## config.mk

```make
export PLATFORM = sky130hd
export DESIGN_NAME = flash_unlock_seq
export DESIGN_NICKNAME = d
export VERILOG_FILES = /design/src/rtl/fcu_pkg.sv /design/src/rtl/fcu_strobe_filter.sv /design/src/rtl/fcu_boot_guard.sv /design/src/rtl/fcu_unlock_fsm.sv /design/src/rtl/flash_unlock_seq.sv
export SDC_FILE = /design/constraint.sdc
export NUM_CORES = 1
export LEC_CHECK = 0
export BUFFER_PORTS_ARGS = -buffer_cell sky130_fd_sc_hd__buf_4
export CAP_MARGIN = 5
export CORE_UTILIZATION = 30
export CTS_BUF_LIST = sky130_fd_sc_hd__clkbuf_4 sky130_fd_sc_hd__clkbuf_8
export CTS_CLUSTER_SIZE = 10
export DETAILED_ROUTE_END_ITERATION = 6
export GPL_TIMING_DRIVEN = 0
export PLACE_DENSITY = 0.57
export SYNTH_ARGS = -nofsm -noshare
export SYNTH_HDL_FRONTEND = slang
export SYNTH_SLANG_ARGS = --single-unit
```

## constraint.sdc

```tcl
create_clock -name clk -period 3.44 [get_ports clk]
set_clock_uncertainty 0.2 [all_clocks]
set_input_delay 0.344 -clock clk [delete_from_list [all_inputs] [get_ports clk]]
set_output_delay 0.344 -clock clk [all_outputs]
set_load 0.005 [all_outputs]
```

## src/rtl/fcu_pkg.sv

```systemverilog
package fcu_pkg;
  typedef enum logic [1:0] {
    ER_SECTOR = 2'd0,
    ER_BLOCK  = 2'd1,
    ER_CHIP   = 2'd2
  } erase_kind_e;

  typedef enum logic [2:0] {
    S_IDLE,
    S_U1,
    S_U2,
    S_PROG,
    S_E3,
    S_E4,
    S_E5
  } fcu_state_e;
endpackage

```

## src/rtl/fcu_strobe_filter.sv

```systemverilog
module fcu_strobe_filter #(
  parameter int ADDR_W    = 20,
  parameter int DATA_W    = 16,
  parameter int MIN_PULSE = 3
) (
  input  logic              clk,
  input  logic              rst,
  input  logic              clear,
  input  logic              ce_n,
  input  logic              we_n,
  input  logic              oe_n,
  input  logic              vdd_ok,
  input  logic [ADDR_W-1:0] addr,
  input  logic [DATA_W-1:0] wdata,
  output logic              evt,
  output logic [ADDR_W-1:0] evt_addr,
  output logic [DATA_W-1:0] evt_data
);
  localparam int CW = $clog2(MIN_PULSE + 1);
  localparam logic [CW-1:0] LAST = CW'(MIN_PULSE - 1);
  localparam logic [CW-1:0] FULL = CW'(MIN_PULSE);

  logic          strobe;
  logic [CW-1:0] cnt;
  logic          hit;

  assign strobe = ~ce_n & ~we_n & oe_n & vdd_ok;
  assign hit    = strobe && (cnt == LAST);

  always_ff @(posedge clk) begin
    if (rst || clear) begin
      cnt <= '0;
      evt <= 1'b0;
    end else begin
      evt <= hit;
      if (!strobe)
        cnt <= '0;
      else if (cnt != FULL)
        cnt <= cnt + 1'b1;
    end
  end

  always_ff @(posedge clk) begin
    if (rst) begin
      evt_addr <= '0;
      evt_data <= '0;
    end else if (hit) begin
      evt_addr <= addr;
      evt_data <= wdata;
    end
  end

  assert_one_evt_per_strobe_R8: assert property (@(posedge clk) disable iff (rst)
    evt |=> !evt);
  assert_inhibit_no_evt_R6: assert property (@(posedge clk) disable iff (rst)
    !$past(strobe) |-> !evt);
endmodule

```

## src/rtl/fcu_boot_guard.sv

```systemverilog
module fcu_boot_guard #(
  parameter int                ADDR_W    = 20,
  parameter logic [ADDR_W-1:0] BOOT_BASE = 20'hF8000,
  parameter int                BOOT_LOG2 = 15
) (
  input  logic [ADDR_W-1:0] addr,
  input  logic              wp_n,
  input  logic              whole_chip,
  output logic              blocked
);
  localparam int TAG_W = ADDR_W - BOOT_LOG2;
  localparam logic [TAG_W-1:0] BOOT_TAG = BOOT_BASE[ADDR_W-1:BOOT_LOG2];

  logic in_boot;
  assign in_boot = (addr[ADDR_W-1:BOOT_LOG2] == BOOT_TAG);
  assign blocked = ~wp_n & (in_boot | whole_chip);
endmodule

```

## src/rtl/fcu_unlock_fsm.sv

```systemverilog
module fcu_unlock_fsm
  import fcu_pkg::*;
#(
  parameter int                ADDR_W    = 20,
  parameter int                DATA_W    = 16,
  parameter logic [ADDR_W-1:0] UNLOCK_A1 = 20'h05555,
  parameter logic [ADDR_W-1:0] UNLOCK_A2 = 20'h02AAA,
  parameter logic [7:0]        KEY1      = 8'hAA,
  parameter logic [7:0]        KEY2      = 8'h55,
  parameter logic [7:0]        OP_PROG   = 8'hA0,
  parameter logic [7:0]        OP_ERASE  = 8'h80,
  parameter logic [7:0]        OP_SECT   = 8'h50,
  parameter logic [7:0]        OP_BLK    = 8'h30,
  parameter logic [7:0]        OP_CHIP   = 8'h10
) (
  input  logic              clk,
  input  logic              rst,
  input  logic              clear,
  input  logic              evt,
  input  logic [ADDR_W-1:0] evt_addr,
  input  logic [DATA_W-1:0] evt_data,
  input  logic              blocked,
  output logic              whole_chip,
  output logic              prog_start,
  output logic [ADDR_W-1:0] prog_addr,
  output logic [DATA_W-1:0] prog_data,
  output logic              erase_start,
  output logic [1:0]        erase_kind,
  output logic [ADDR_W-1:0] erase_addr,
  output logic              abort
);
  fcu_state_e  state, nxt;
  logic [7:0]  low;
  logic        at_a1, hit1, hit2;
  logic        go_prog, go_erase, bad;
  erase_kind_e kind;

  assign low   = evt_data[7:0];
  assign at_a1 = (evt_addr == UNLOCK_A1);
  assign hit1  = at_a1 && (low == KEY1);
  assign hit2  = (evt_addr == UNLOCK_A2) && (low == KEY2);

  always_comb begin
    nxt        = state;
    go_prog    = 1'b0;
    go_erase   = 1'b0;
    bad        = 1'b0;
    kind       = ER_SECTOR;
    whole_chip = 1'b0;
    if (evt) begin
      case (state)
        S_IDLE: if (hit1) nxt = S_U1;
        S_U1:   if (hit2) nxt = S_U2; else bad = 1'b1;
        S_U2: begin
          if (at_a1 && low == OP_PROG)       nxt = S_PROG;
          else if (at_a1 && low == OP_ERASE) nxt = S_E3;
          else                               bad = 1'b1;
        end
        S_PROG: begin
          nxt     = S_IDLE;
          go_prog = ~blocked;
        end
        S_E3: if (hit1) nxt = S_E4; else bad = 1'b1;
        S_E4: if (hit2) nxt = S_E5; else bad = 1'b1;
        S_E5: begin
          nxt = S_IDLE;
          if (low == OP_SECT) begin
            kind     = ER_SECTOR;
            go_erase = ~blocked;
          end else if (low == OP_BLK) begin
            kind     = ER_BLOCK;
            go_erase = ~blocked;
          end else if (low == OP_CHIP && at_a1) begin
            kind       = ER_CHIP;
            whole_chip = 1'b1;
            go_erase   = ~blocked;
          end else begin
            bad = 1'b1;
          end
        end
        default: nxt = S_IDLE;
      endcase
      if (bad) nxt = S_IDLE;
    end
  end

  always_ff @(posedge clk) begin
    if (rst || clear) begin
      state       <= S_IDLE;
      prog_start  <= 1'b0;
      erase_start <= 1'b0;
      abort       <= 1'b0;
    end else begin
      state       <= nxt;
      prog_start  <= go_prog;
      erase_start <= go_erase;
      abort       <= bad;
    end
  end

  always_ff @(posedge clk) begin
    if (rst) begin
      prog_addr  <= '0;
      prog_data  <= '0;
      erase_addr <= '0;
      erase_kind <= '0;
    end else begin
      if (go_prog) begin
        prog_addr <= evt_addr;
        prog_data <= evt_data;
      end
      if (go_erase) begin
        erase_addr <= evt_addr;
        erase_kind <= kind;
      end
    end
  end

  assert_single_op_R10: assert property (@(posedge clk) disable iff (rst)
    !(prog_start && erase_start));
  assert_prog_one_cycle_R10: assert property (@(posedge clk) disable iff (rst)
    prog_start |=> !prog_start);
  assert_erase_one_cycle_R10: assert property (@(posedge clk) disable iff (rst)
    erase_start |=> !erase_start);
  assert_abort_alone_R3: assert property (@(posedge clk) disable iff (rst)
    abort |-> !prog_start && !erase_start);
  assert_reset_quiet_R7: assert property (@(posedge clk) disable iff (rst)
    $past(clear) |-> !prog_start && !erase_start && !abort);
endmodule

```

## src/rtl/flash_unlock_seq.sv

```systemverilog
module flash_unlock_seq #(
  parameter int                ADDR_W    = 20,
  parameter int                DATA_W    = 16,
  parameter int                MIN_PULSE = 3,
  parameter logic [ADDR_W-1:0] UNLOCK_A1 = 20'h05555,
  parameter logic [ADDR_W-1:0] UNLOCK_A2 = 20'h02AAA,
  parameter logic [7:0]        KEY1      = 8'hAA,
  parameter logic [7:0]        KEY2      = 8'h55,
  parameter logic [7:0]        OP_PROG   = 8'hA0,
  parameter logic [7:0]        OP_ERASE  = 8'h80,
  parameter logic [7:0]        OP_SECT   = 8'h50,
  parameter logic [7:0]        OP_BLK    = 8'h30,
  parameter logic [7:0]        OP_CHIP   = 8'h10,
  parameter logic [ADDR_W-1:0] BOOT_BASE = 20'hF8000,
  parameter int                BOOT_LOG2 = 15
) (
  input  logic              clk,
  input  logic              rst,
  input  logic              flash_rst_n,
  input  logic              ce_n,
  input  logic              we_n,
  input  logic              oe_n,
  input  logic [ADDR_W-1:0] addr,
  input  logic [DATA_W-1:0] wdata,
  input  logic              wp_n,
  input  logic              vdd_ok,
  output logic              prog_start,
  output logic [ADDR_W-1:0] prog_addr,
  output logic [DATA_W-1:0] prog_data,
  output logic              erase_start,
  output logic [1:0]        erase_kind,
  output logic [ADDR_W-1:0] erase_addr,
  output logic              abort
);
  logic              clear;
  logic              evt;
  logic [ADDR_W-1:0] evt_addr;
  logic [DATA_W-1:0] evt_data;
  logic              whole_chip, blocked;

  assign clear = ~flash_rst_n;

  fcu_strobe_filter #(
    .ADDR_W(ADDR_W), .DATA_W(DATA_W), .MIN_PULSE(MIN_PULSE)
  ) u_filter (
    .clk(clk), .rst(rst), .clear(clear),
    .ce_n(ce_n), .we_n(we_n), .oe_n(oe_n), .vdd_ok(vdd_ok),
    .addr(addr), .wdata(wdata),
    .evt(evt), .evt_addr(evt_addr), .evt_data(evt_data)
  );

  fcu_boot_guard #(
    .ADDR_W(ADDR_W), .BOOT_BASE(BOOT_BASE), .BOOT_LOG2(BOOT_LOG2)
  ) u_guard (
    .addr(evt_addr), .wp_n(wp_n), .whole_chip(whole_chip), .blocked(blocked)
  );

  fcu_unlock_fsm #(
    .ADDR_W(ADDR_W), .DATA_W(DATA_W),
    .UNLOCK_A1(UNLOCK_A1), .UNLOCK_A2(UNLOCK_A2),
    .KEY1(KEY1), .KEY2(KEY2), .OP_PROG(OP_PROG), .OP_ERASE(OP_ERASE),
    .OP_SECT(OP_SECT), .OP_BLK(OP_BLK), .OP_CHIP(OP_CHIP)
  ) u_fsm (
    .clk(clk), .rst(rst), .clear(clear),
    .evt(evt), .evt_addr(evt_addr), .evt_data(evt_data),
    .blocked(blocked), .whole_chip(whole_chip),
    .prog_start(prog_start), .prog_addr(prog_addr), .prog_data(prog_data),
    .erase_start(erase_start), .erase_kind(erase_kind),
    .erase_addr(erase_addr), .abort(abort)
  );

  localparam logic [ADDR_W-BOOT_LOG2-1:0] TAG = BOOT_BASE[ADDR_W-1:BOOT_LOG2];

  assert_boot_prog_guard_R5: assert property (@(posedge clk) disable iff (rst)
    prog_start |-> ($past(wp_n) || prog_addr[ADDR_W-1:BOOT_LOG2] != TAG));
  assert_boot_erase_guard_R5: assert property (@(posedge clk) disable iff (rst)
    erase_start |-> ($past(wp_n) ||
      (erase_kind != 2'd2 && erase_addr[ADDR_W-1:BOOT_LOG2] != TAG)));
endmodule

```

[Yosys cells after proc, flatten, opt, wreduce, memory -nomap -nowiden]
Index checks and enable logic that the tools add are counted.
Widths: inputs -> output; s select.
Cells by class
  equality and inequality tests: 23
  bitwise gates (word level): 12
  $add $sub $neg: 1
  mux-type cells: 34
  reductions and logical operators: 12
Operators by type and width (count)
  $eq 8x8->1 const B: 3
  $mux 3: 7
  $eq 20x14->1 const B: 1
  $eq 20x15->1 const B: 1
  $mux 1: 20
  $eq 8x7->1 const B: 2
  $pmux 3 s5: 1
  $ne 3x1->1 const B: 4
  $mux 2: 5
  $eq 3x3->1 const B: 3
  $eq 8x5->1 const B: 1
  $eq 8x6->1 const B: 1
  $not 1->1: 7
  $eq 3x2->1 const B: 2
  $logic_and 1x1->1: 6
  $reduce_and 6->1: 1
  $reduce_or 2->1: 3
  $eq 5x5->1 const B: 1
  $and 1x1->1: 4
  $ne 4x1->1 const B: 1
  $pmux 1 s4: 1
  $eq 3x1->1 const B: 1
  $logic_not 3->1: 1
  $add 2x1->2 const B: 1
  other kinds (4): 4
Word-level totals
  bits of input ports: 44
  output and inout bits: 61
  word-level logic and storage cells: 94
  bits in registers: 103

[Depth between registers and ports, before layout]
Gate-level depths: netlist (run 1).
  word-level depth: 15
  depth in mapped cells: 8
  mapped depth without buffers: 6

[Hierarchy]
Synthesis (run 1) repeated with hierarchy kept, for this count alone.
Second synthesis, totals
  cells, all modules: 514
  area, all modules: 4500.6 um^2
By module, submodules not included
  fcu_unlock_fsm: times used 1, cells each 329, sequential area each 1281.2 um^2, area an instance 2631.3 um^2
  fcu_strobe_filter: times used 1, cells each 180, sequential area each 780.7 um^2, area an instance 1843.0 um^2
  fcu_boot_guard: times used 1, cells each 4, sequential area each 0.0 um^2, area an instance 22.5 um^2
  flash_unlock_seq: times used 1, cells each 1, sequential area each 0.0 um^2, area an instance 3.8 um^2

[Worst setup path before layout (run 1)]
No wires, ideal clock.
  kind: reg-to-reg
  from: reg u_filter.evt_data[0]
  to: reg u_fsm.state[0]
  buffers on the path: 0
  library setup time: 0.059 ns
  data required time: 3.181 ns
  arrival time: 2.045 ns
  stages on the path, launching flop included: 7
  period minus slack after synthesis: 2.304 ns
  slack: 1.136 ns
  path through: dfxtp_1 > or4b_4 > or4_1 > or3_1 > a21oi_2 > nor3b_2 > o211a_1
Between the ends
  cells in the longest elaborated chain, start to end: 9
  elaborated cells between the ends (all ways): 30
  classes of those cells: 12 x eq/ne; 12 x mux; 6 x reduce/logical
Ends and longest elaborated chain
  start: declaration: line fcu_strobe_filter.sv:17  | output logic [DATA_W-1:0] evt_data
  start signal: assignment: line fcu_strobe_filter.sv:49  | evt_data <= wdata;
  $eq 8x5->1: line fcu_unlock_fsm.sv:73  | end else if (low == OP_CHIP && at_a1) begin
  $logic_and 1x1->1: line fcu_unlock_fsm.sv:73
  $mux 1: line fcu_unlock_fsm.sv:73
  $mux 1: line fcu_unlock_fsm.sv:70  | end else if (low == OP_BLK) begin
  $mux 1: line fcu_unlock_fsm.sv:67  | if (low == OP_SECT) begin
  $pmux 1 s4: line fcu_unlock_fsm.sv:51  | case (state)
  $mux 1: line fcu_unlock_fsm.sv:50  | if (evt) begin
  $ne 4x1->1 (no source line) / $ne 3x1->1 (equally long branches)
  $reduce_and 6->1 (no source line)
  end signal: assignment: line fcu_unlock_fsm.sv:94  | state <= nxt;
  end: declaration: line fcu_unlock_fsm.sv:32  | fcu_state_e state, nxt;
Parallel ways exist; a longest one is shown, timed or not. The select of a mux whose other input is x is not followed.
A chain may end at the register's enable or synchronous reset.

[Final worst setup path (run 1)]
  from: reg u_filter.evt_addr[2]
  to: reg u_fsm.prog_data[15]
Between the ends
  cells in the longest elaborated chain, start to end: 12
Ends and longest elaborated chain
  start: declaration: line fcu_strobe_filter.sv:16  | output logic [ADDR_W-1:0] evt_addr,
  start signal: assignment: line fcu_strobe_filter.sv:48  | evt_addr <= addr;
  $eq 20x15->1: line fcu_unlock_fsm.sv:39  | assign at_a1 = (evt_addr == UNLOCK_A1);
  $logic_and 1x1->1: line fcu_unlock_fsm.sv:73
  $mux 1: line fcu_unlock_fsm.sv:73
  $mux 1: line fcu_unlock_fsm.sv:70
  $mux 1: line fcu_unlock_fsm.sv:67
  $mux 1: line fcu_unlock_fsm.sv:51
  $mux 1: line fcu_unlock_fsm.sv:50
  $or 1x1->1: line fcu_boot_guard.sv:16  | assign blocked = ~wp_n & (in_boot | whole_chip);
  $and 1x1->1: line fcu_boot_guard.sv:16
  $not 1->1: line fcu_unlock_fsm.sv:61  | go_prog = ~blocked;
  $mux 1: line fcu_unlock_fsm.sv:51
  $mux 1: line fcu_unlock_fsm.sv:50
  end signal: assignment: line fcu_unlock_fsm.sv:110  | prog_data <= evt_data;
  end: declaration: line fcu_unlock_fsm.sv:26  | output logic [DATA_W-1:0] prog_data,
No other way between the ends.

==> flow_metrics.env, run 1 <==
export IMPL_cp_start_kind="flip-flop"
export IMPL_antenna_found_initial=0
export IMPL_postRouteAntennaNets=0
export IMPL_clock_fmax_mhz=364
export IMPL_die_y_um=118
export IMPL_power_density_nw_per_um2=420
export IMPL_grt_first_pass_wirelength_mm=18.1
export IMPL_cpMostUsedCell="buf_2"
export IMPL_start_util=0.307
export IMPL_post_cts_buffers=0
export IMPL_yosysUniqueCellTypes=43
export IMPL_synth_nets=517
export IMPL_maxSlewHeadroom=0.519
export IMPL_synthTopCellsByCount="dfxtp_1 (103), nand2_1 (81), a21oi_1 (59)"
export IMPL_endpoint_kind="flip-flop"
export IMPL_clkPwrFrac=0.437
export IMPL_slowest_stage="nor4_1"
export IMPL_dieArea_sq_um=14000
export IMPL_cts_clk_slew_worst_paths_ns=0.10
export IMPL_rsz0062_at_grt="no"
export IMPL_worstSetupPathType="reg -> reg"
export IMPL_rows=42
export IMPL_p_int_mw=1.79
export IMPL_root_buffer="clkbuf_8"
export IMPL_core_sq_um=13200
export IMPL_wl_per_cell_um=14.9
export IMPL_finalWorstPathRequiredPeriod_ns=2.75
export IMPL_sw_frac_of_total=0.201
export IMPL_worst_endpoint_arrival_ns=2.79
export IMPL_maxCapViolations=0
export IMPL_grt_pass1_vias=3544
export IMPL_grt_busiest_layer="met2"
export IMPL_slowest_delay_ns=0.47
export IMPL_use_met1=0.210
export IMPL_worst_slew_pin_slew_ns=0.715
export IMPL_grt_ovfl_total=0
export IMPL_synthTopCellsByArea="dfxtp_1 (51%), mux2i_1 (8.9%), nand2_1 (7.5%)"
export IMPL_setup_viol=0
export IMPL_min_path_type="in -> reg"
export IMPL_syn_cell_area_sq_um=4050
export IMPL_reg2reg_depth=8
export IMPL_leakage_nw=1.97
export IMPL_grt_max_degree=18
export IMPL_clockBufferDepth=2
export IMPL_pwr_share_seq=0.533
export IMPL_clk_latency_ns=0.38
export IMPL_die_w_um=118
export IMPL_io_pins=105
export IMPL_hpwl_mm=8.46
export IMPL_synthCells=471
export IMPL_io_buffer_count=103
export IMPL_drt_wl_total_mm=11.5
export IMPL_antennaDiodeCount=0
export IMPL_ys_seq_area_frac=0.509
export IMPL_numCtsBuffers=9
export IMPL_worst_path_max_fanout=10
export IMPL_synth_edf_count=0
export IMPL_dr_pass1_iters=4
export IMPL_syn_to_final_growth_pct=31.3
export IMPL_synth_warnings=0
export IMPL_met3_usage=0.0420
export IMPL_synth_ff_type="dfxtp_1"
export IMPL_final_cell_area_sq_um=5320
export IMPL_via_per_inst=4.83
export IMPL_synth_most_common_cell="dfxtp_1"
export IMPL_syn_avg_cell_area_sq_um=8.60
export IMPL_layout_drive_gt1_share=0.220
export IMPL_post_route_period_util=0.799
export IMPL_yosys_area_top_type="dfxtp_1"
export IMPL_drt_iter0_drc=141
export IMPL_global_route_usage_met2=0.264
export IMPL_num_vias=3702
export IMPL_async_flop_share=0
export IMPL_hold_viol_final=0
export IMPL_outcome="complete, no violations"
export IMPL_route_detailed_drc=0
export IMPL_slew_violations=0
export IMPL_required_ns=3.48
export IMPL_peakVddDrop_mv=0.202
export IMPL_place_gp_congestion=0.790
export IMPL_combPwrFrac=0.030
export IMPL_whs_path_depth=3
export IMPL_grt_total_usage=0.166
export IMPL_crit_chain="nor4bb_1 -> nand4_1 -> nor4_1 -> nor3_1 -> buf_2 -> buf_2 -> mux2i_1 -> nor2_1"
export IMPL_layout_nets=632
export IMPL_nFillCells=1353
export IMPL_fin_setup_tns_ns=0
export IMPL_tritoncts="built"
export IMPL_post_dp_cell_area_sq_um=5040
export IMPL_cts_sinks=103
export IMPL_power_switching_mw=0.451
export IMPL_ys_ff_latch=103
export IMPL_htreeDepth=3
export IMPL_synth_top_cell_area_share=0.509
-- routing by layer --
metal,share of wire,wire [um]
met1,0.45,5140
met2,0.48,5520
met3,0.050,569
met4,0.020,234
met5,0,0
-- power groups by stage --
stage	clock network [mW]	registers, mW	logic [mW]
floorplan	0	1.22	0.0181
global placement	0	1.22	0.0659
detailed placement	0	1.22	0.0669
CTS	0.995	1.19	0.0672
global route	1.04	1.19	0.0728
finish	0.977	1.19	0.0675
-- critical path: cells and delay by family, from the launching register on --
| kind | cells | cell delay [ns] |
|---|---|---|
| buffers and inverters | 2 | 0.51 |
| DFF | 1 | 0.40 |
| muxes | 1 | 0.18 |
| and+or+nand+nor | 5 | 1.33 |
-- state kept, by name, indices dropped and copies added, names as in the netlist --
| signal | flops |
|---|---|
| u_filter.evt_addr | 20 |
| u_fsm.erase_addr | 20 |
| u_fsm.prog_addr | 20 |
| u_filter.evt_data | 16 |
| u_fsm.prog_data | 16 |
| u_fsm.state | 3 |
| u_filter.cnt | 2 |
| u_fsm.erase_kind | 2 |
| u_filter.evt | 1 |
| u_fsm.abort | 1 |
| u_fsm.erase_start | 1 |
| u_fsm.prog_start | 1 |
-- layout make-up --
class / instances / area [sq um] / share of cell area
plain buffers: 31 / 124 / 0.0233
clock buffers: 9 / 124 / 0.0233
clock inverters: 7 / 143 / 0.0268
inverters: 4 / 15.0 / 0.00282
multi-input cells: 333 / 1850 / 0.348
flip-flops and latches: 103 / 2060 / 0.387
well taps: 176 / 220 / 0.0414
repair buffers: 104 / 783 / 0.147
-- worst paths after layout --
kind	start	end	slack [ns]
worst max register to register	u_filter.evt_addr[2]	u_fsm.prog_data[15]	0.69
worst min register to register	u_filter.evt_data[15]	u_filter.evt_data[15]	0.26
worst min-delay path	addr[4]	u_filter.evt_addr[4]	0.009
worst max-delay path	u_filter.evt_addr[2]	u_fsm.prog_data[15]	0.69
-- repair_timing --
item,in CTS,in global routing
hold endpoints to repair,0,1
gates resized for setup,0,0
hold buffers,0,1
-- cell families after synthesis --
kind of cell / synth area share
multiplexers: 0.0889
adder cells (fa/ha/maj): 0.00618
XOR/XNOR: 0.00216
buffers and inverters: 0.0343
flip-flops: 0.509
AND/OR/NAND/NOR: 0.229
AO/OA/AOI/OAI: 0.131
-- layout by cell type (no fill, tap or decap), drive strengths merged, types with 5 or more instances in the layout --
| cell type | n |
|---|---|
| mux2i | 36 |
| nand2 | 81 |
| nor2 | 47 |
| o21ai | 27 |
| dfxtp | 103 |
| a21oi | 60 |
| nand3 | 26 |
| inv | 5 |
| nor3 | 9 |
| clkbuf | 34 |
| buf | 109 |
-- metrics by stage --
| stage | power, mW | utilization | worst slack, ns | std cells | hold slack (ns) |
|---|---|---|---|---|---|
| floorplan | 1.24 | - | 1.14 | 471 | 0.236 |
| global placement | 1.29 | 0.382 | 0.743 | 750 | 0.242 |
| detailed placement | 1.29 | 0.382 | 0.662 | 750 | 0.251 |
| CTS | 2.25 | 0.403 | 0.661 | 766 | 0.00158 |
| global route | 2.30 | 0.403 | 0.431 | 767 | 0.0166 |
| finish | 2.24 | 0.403 | 0.691 | 767 | 0.00895 |
Note: power is estimated with default switching activity, not from simulation.
==> run 2: changes to the inputs <==
Settings changed: ABC_AREA set to 1, PLACE_DENSITY 0.57 to 0.58.
Clock period 3.44 ns to 2.5 ns, I/O delays scaled along.
==> run 2 against run 1 <==
  * Combinational power grew 150%
  * Total power grew 27%
  * Via count grew 12%
  * Register-to-register slack lost 0.32 ns
  * Synthesized area grew 9.1%
  * Critical path type unchanged
  * Critical endpoint is now u_fsm.erase_addr[13]
  * Largest cell class unchanged
  * Highest routed layer unchanged
==> flow_metrics.env, run 2 <==
export IMPL_synthTopCellsByArea="dfxtp_1 (47%), nor2_1 (12%), nand2_1 (9.2%)"
export IMPL_route_detailed_drc=0
export IMPL_utilization=0.414
export IMPL_via_per_inst=4.35
export IMPL_clock_fmax_mhz=471
export IMPL_synth_simple_area_share=0.332
export IMPL_synthMuxAreaShare=0
export IMPL_grt_total_usage=0.173
export IMPL_rsz0062_at_grt="no"
export IMPL_async_flop_share=0
export IMPL_layout_drive_gt1_share=0.222
export IMPL_antennaDiodeCount=0
export IMPL_finalWorstPathRequiredPeriod_ns=2.12
export IMPL_cp_start_kind="flip-flop"
export IMPL_synth_edf_count=0
export IMPL_wl_per_cell_um=12.9
export IMPL_synthTopCellsByCount="nor2_1 (138), nand2_1 (108), dfxtp_1 (103)"
export IMPL_io_pins=105
export IMPL_dr_pass1_iters=4
export IMPL_place_gp_congestion=0.807
export IMPL_synth_top_cell_area_share=0.466
export IMPL_maxCapViolations=0
export IMPL_synth_nets=661
export IMPL_synthAdderAreaFrac=0.00566
export IMPL_setup_viol=0
export IMPL_m1WireLength_mm=5.98
export IMPL_die_y_um=123
export IMPL_synth_warnings=0
export IMPL_drt_wl_total_mm=12.3
export IMPL_dieArea_sq_um=15200
export IMPL_hpwl_mm=8.89
export IMPL_die_w_um=123
export IMPL_whs_ns=0.139
export IMPL_post_cts_buffers=0
export IMPL_num_vias=4155
export IMPL_post_cts_resized=0
export IMPL_layout_nets=814
export IMPL_peakVddDrop_mv=0.214
export IMPL_clockBufferDepth=2
export IMPL_ys_seq_area_frac=0.466
export IMPL_required_ns=2.58
export IMPL_worst_slew_pin_slew_ns=0.637
export IMPL_numCtsBuffers=9
export IMPL_grt_first_pass_wirelength_mm=20.0
export IMPL_clk_latency_ns=0.38
export IMPL_min_path_type="in -> reg"
export IMPL_root_buffer="clkbuf_8"
export IMPL_worstSetupPathType="reg -> reg"
export IMPL_yosysUniqueCellTypes=29
export IMPL_hold_viol_final=0
export IMPL_post_dp_cell_area_sq_um=5430
export IMPL_dr_wl_met2_mm=5.65
export IMPL_drt_iter0_drc=206
export IMPL_largest_registers="u_filter.evt_addr x20, u_fsm.erase_addr x20, u_fsm.prog_addr x20"
export IMPL_final_cell_mix="nor2_1 (138), nand2_1 (108), buf_4 (107), dfxtp_1 (103), inv_1 (63)"
export IMPL_synth_ff_type="dfxtp_1"
export IMPL_grt_pass1_vias=4025
export IMPL_endpoint_kind="flip-flop"
export IMPL_syn_avg_cell_area_sq_um=7.19
export IMPL_post_route_period_util=0.850
export IMPL_ys_ff_latch=103
export IMPL_maxUsedRoutingLayer="met4"
export IMPL_syn_to_final_growth_pct=35.7
export IMPL_syn_cell_area_sq_um=4420
export IMPL_tritoncts="built"
export IMPL_layout_commonest_cell="nor2_1"
export IMPL_yosys_area_top_type="dfxtp_1"
export IMPL_grt_max_degree=16
export IMPL_slew_violations=0
export IMPL_synth_most_common_cell="nor2_1"
export IMPL_htreeDepth=3
export IMPL_synthCells=615
export IMPL_power_density_nw_per_um2=473
export IMPL_synth_xor_area_frac=0.00198
export IMPL_outcome="complete, no violations"
export IMPL_antenna_found_initial=0
export IMPL_leakage_nw=2.70
export IMPL_grt_ovfl_total=0
export IMPL_io_buffer_count=104
export IMPL_route_met3_wl_um=550
export IMPL_final_cell_area_sq_um=6000
export IMPL_synth_top_family_by_area="simple AND/OR/NAND/NOR gates"
export IMPL_cts_clk_slew_worst_paths_ns=0.09
export IMPL_rows=44
export IMPL_synth_compound_gate_area_share=0.0982
export IMPL_worst_path_max_fanout=10
export IMPL_cts_sinks=103
export IMPL_hold_buffers=38
export IMPL_core_sq_um=14500
export IMPL_fin_setup_tns_ns=0
export IMPL_maxSlewHeadroom=0.572
export IMPL_postRouteAntennaNets=0
export IMPL_worst_endpoint_arrival_ns=2.20
export IMPL_start_util=0.305
==> run 2: routing by layer <==
metal,up-vias,GRT usage
met5,-,0
met4,0,0.0474
met3,10,0.0415
met2,87,0.284
met1,1833,0.226
li1,2225,-
==> run 2: cell type report <==
cell class | instances | area, sq um
clock buffers | 11 | 139
repair buffers | 142 | 1160
multi-input cells | 411 | 1940
inverters | 70 | 263
well taps | 184 | 230
plain buffers | 31 | 161
flip-flops and latches | 103 | 2060
fillers | 1565 | 8480
clock inverters | 4 | 47.5
==> run 2: power breakdown <==
| part | leakage, nW | switching [mW] | internal, mW |
|---|---|---|---|
| Clock | 0.0960 | 0.558 | 0.477 |
| Combinational | 1.77 | 0.0694 | 0.0969 |
| Sequential | 0.829 | 0.000155 | 1.64 |
==> run 2: path summary, 6_finish.rpt <==
path              cells past startpoint                  start  slack (ns)               endpoint
setup / recovery                     13   u_filter.evt_addr[3]        0.38   u_fsm.erase_addr[13]
setup reg to reg                     13   u_filter.evt_addr[3]        0.38   u_fsm.erase_addr[13]
hold / removal                        4                   wp_n        0.14       u_fsm.prog_start
hold reg to reg                       2  u_filter.evt_data[11]        0.25  u_filter.evt_data[11]
==> run 2: cells by family (layout without fill, tap and decap cells) <==
group           Yosys count  count (layout)
flops                   103             103
buf+inv                 101             258
compound gates           82              82
simple gates            326             326
fa+ha+maj                 2               2
xor+xnor                  1               1
==> run 2: worst max-delay path: stages (launching register included) <==
cell	delay [ns]
dfxtp_1	0.34
inv_1	0.09
nand2_1	0.05
nor2_1	0.10
nand2_1	0.11
inv_1	0.17
nand3_4	0.12
nor2_4	0.15
o21bai_4	0.09
nand2_2	0.15
buf_2	0.27
nand2_1	0.07
nand2_1	0.06
nor2_1	0.04
==> run 2: per-stage QoR <==
step / setup WS (ns) / std cells / total power, mW
floorplan: 0.717 / 615 / 1.72
CTS: 0.321 / 956 / 2.88
detailed placement: 0.326 / 903 / 1.80
global placement: 0.362 / 903 / 1.80
global route: 0.0691 / 956 / 2.97
finish: 0.376 / 956 / 2.84
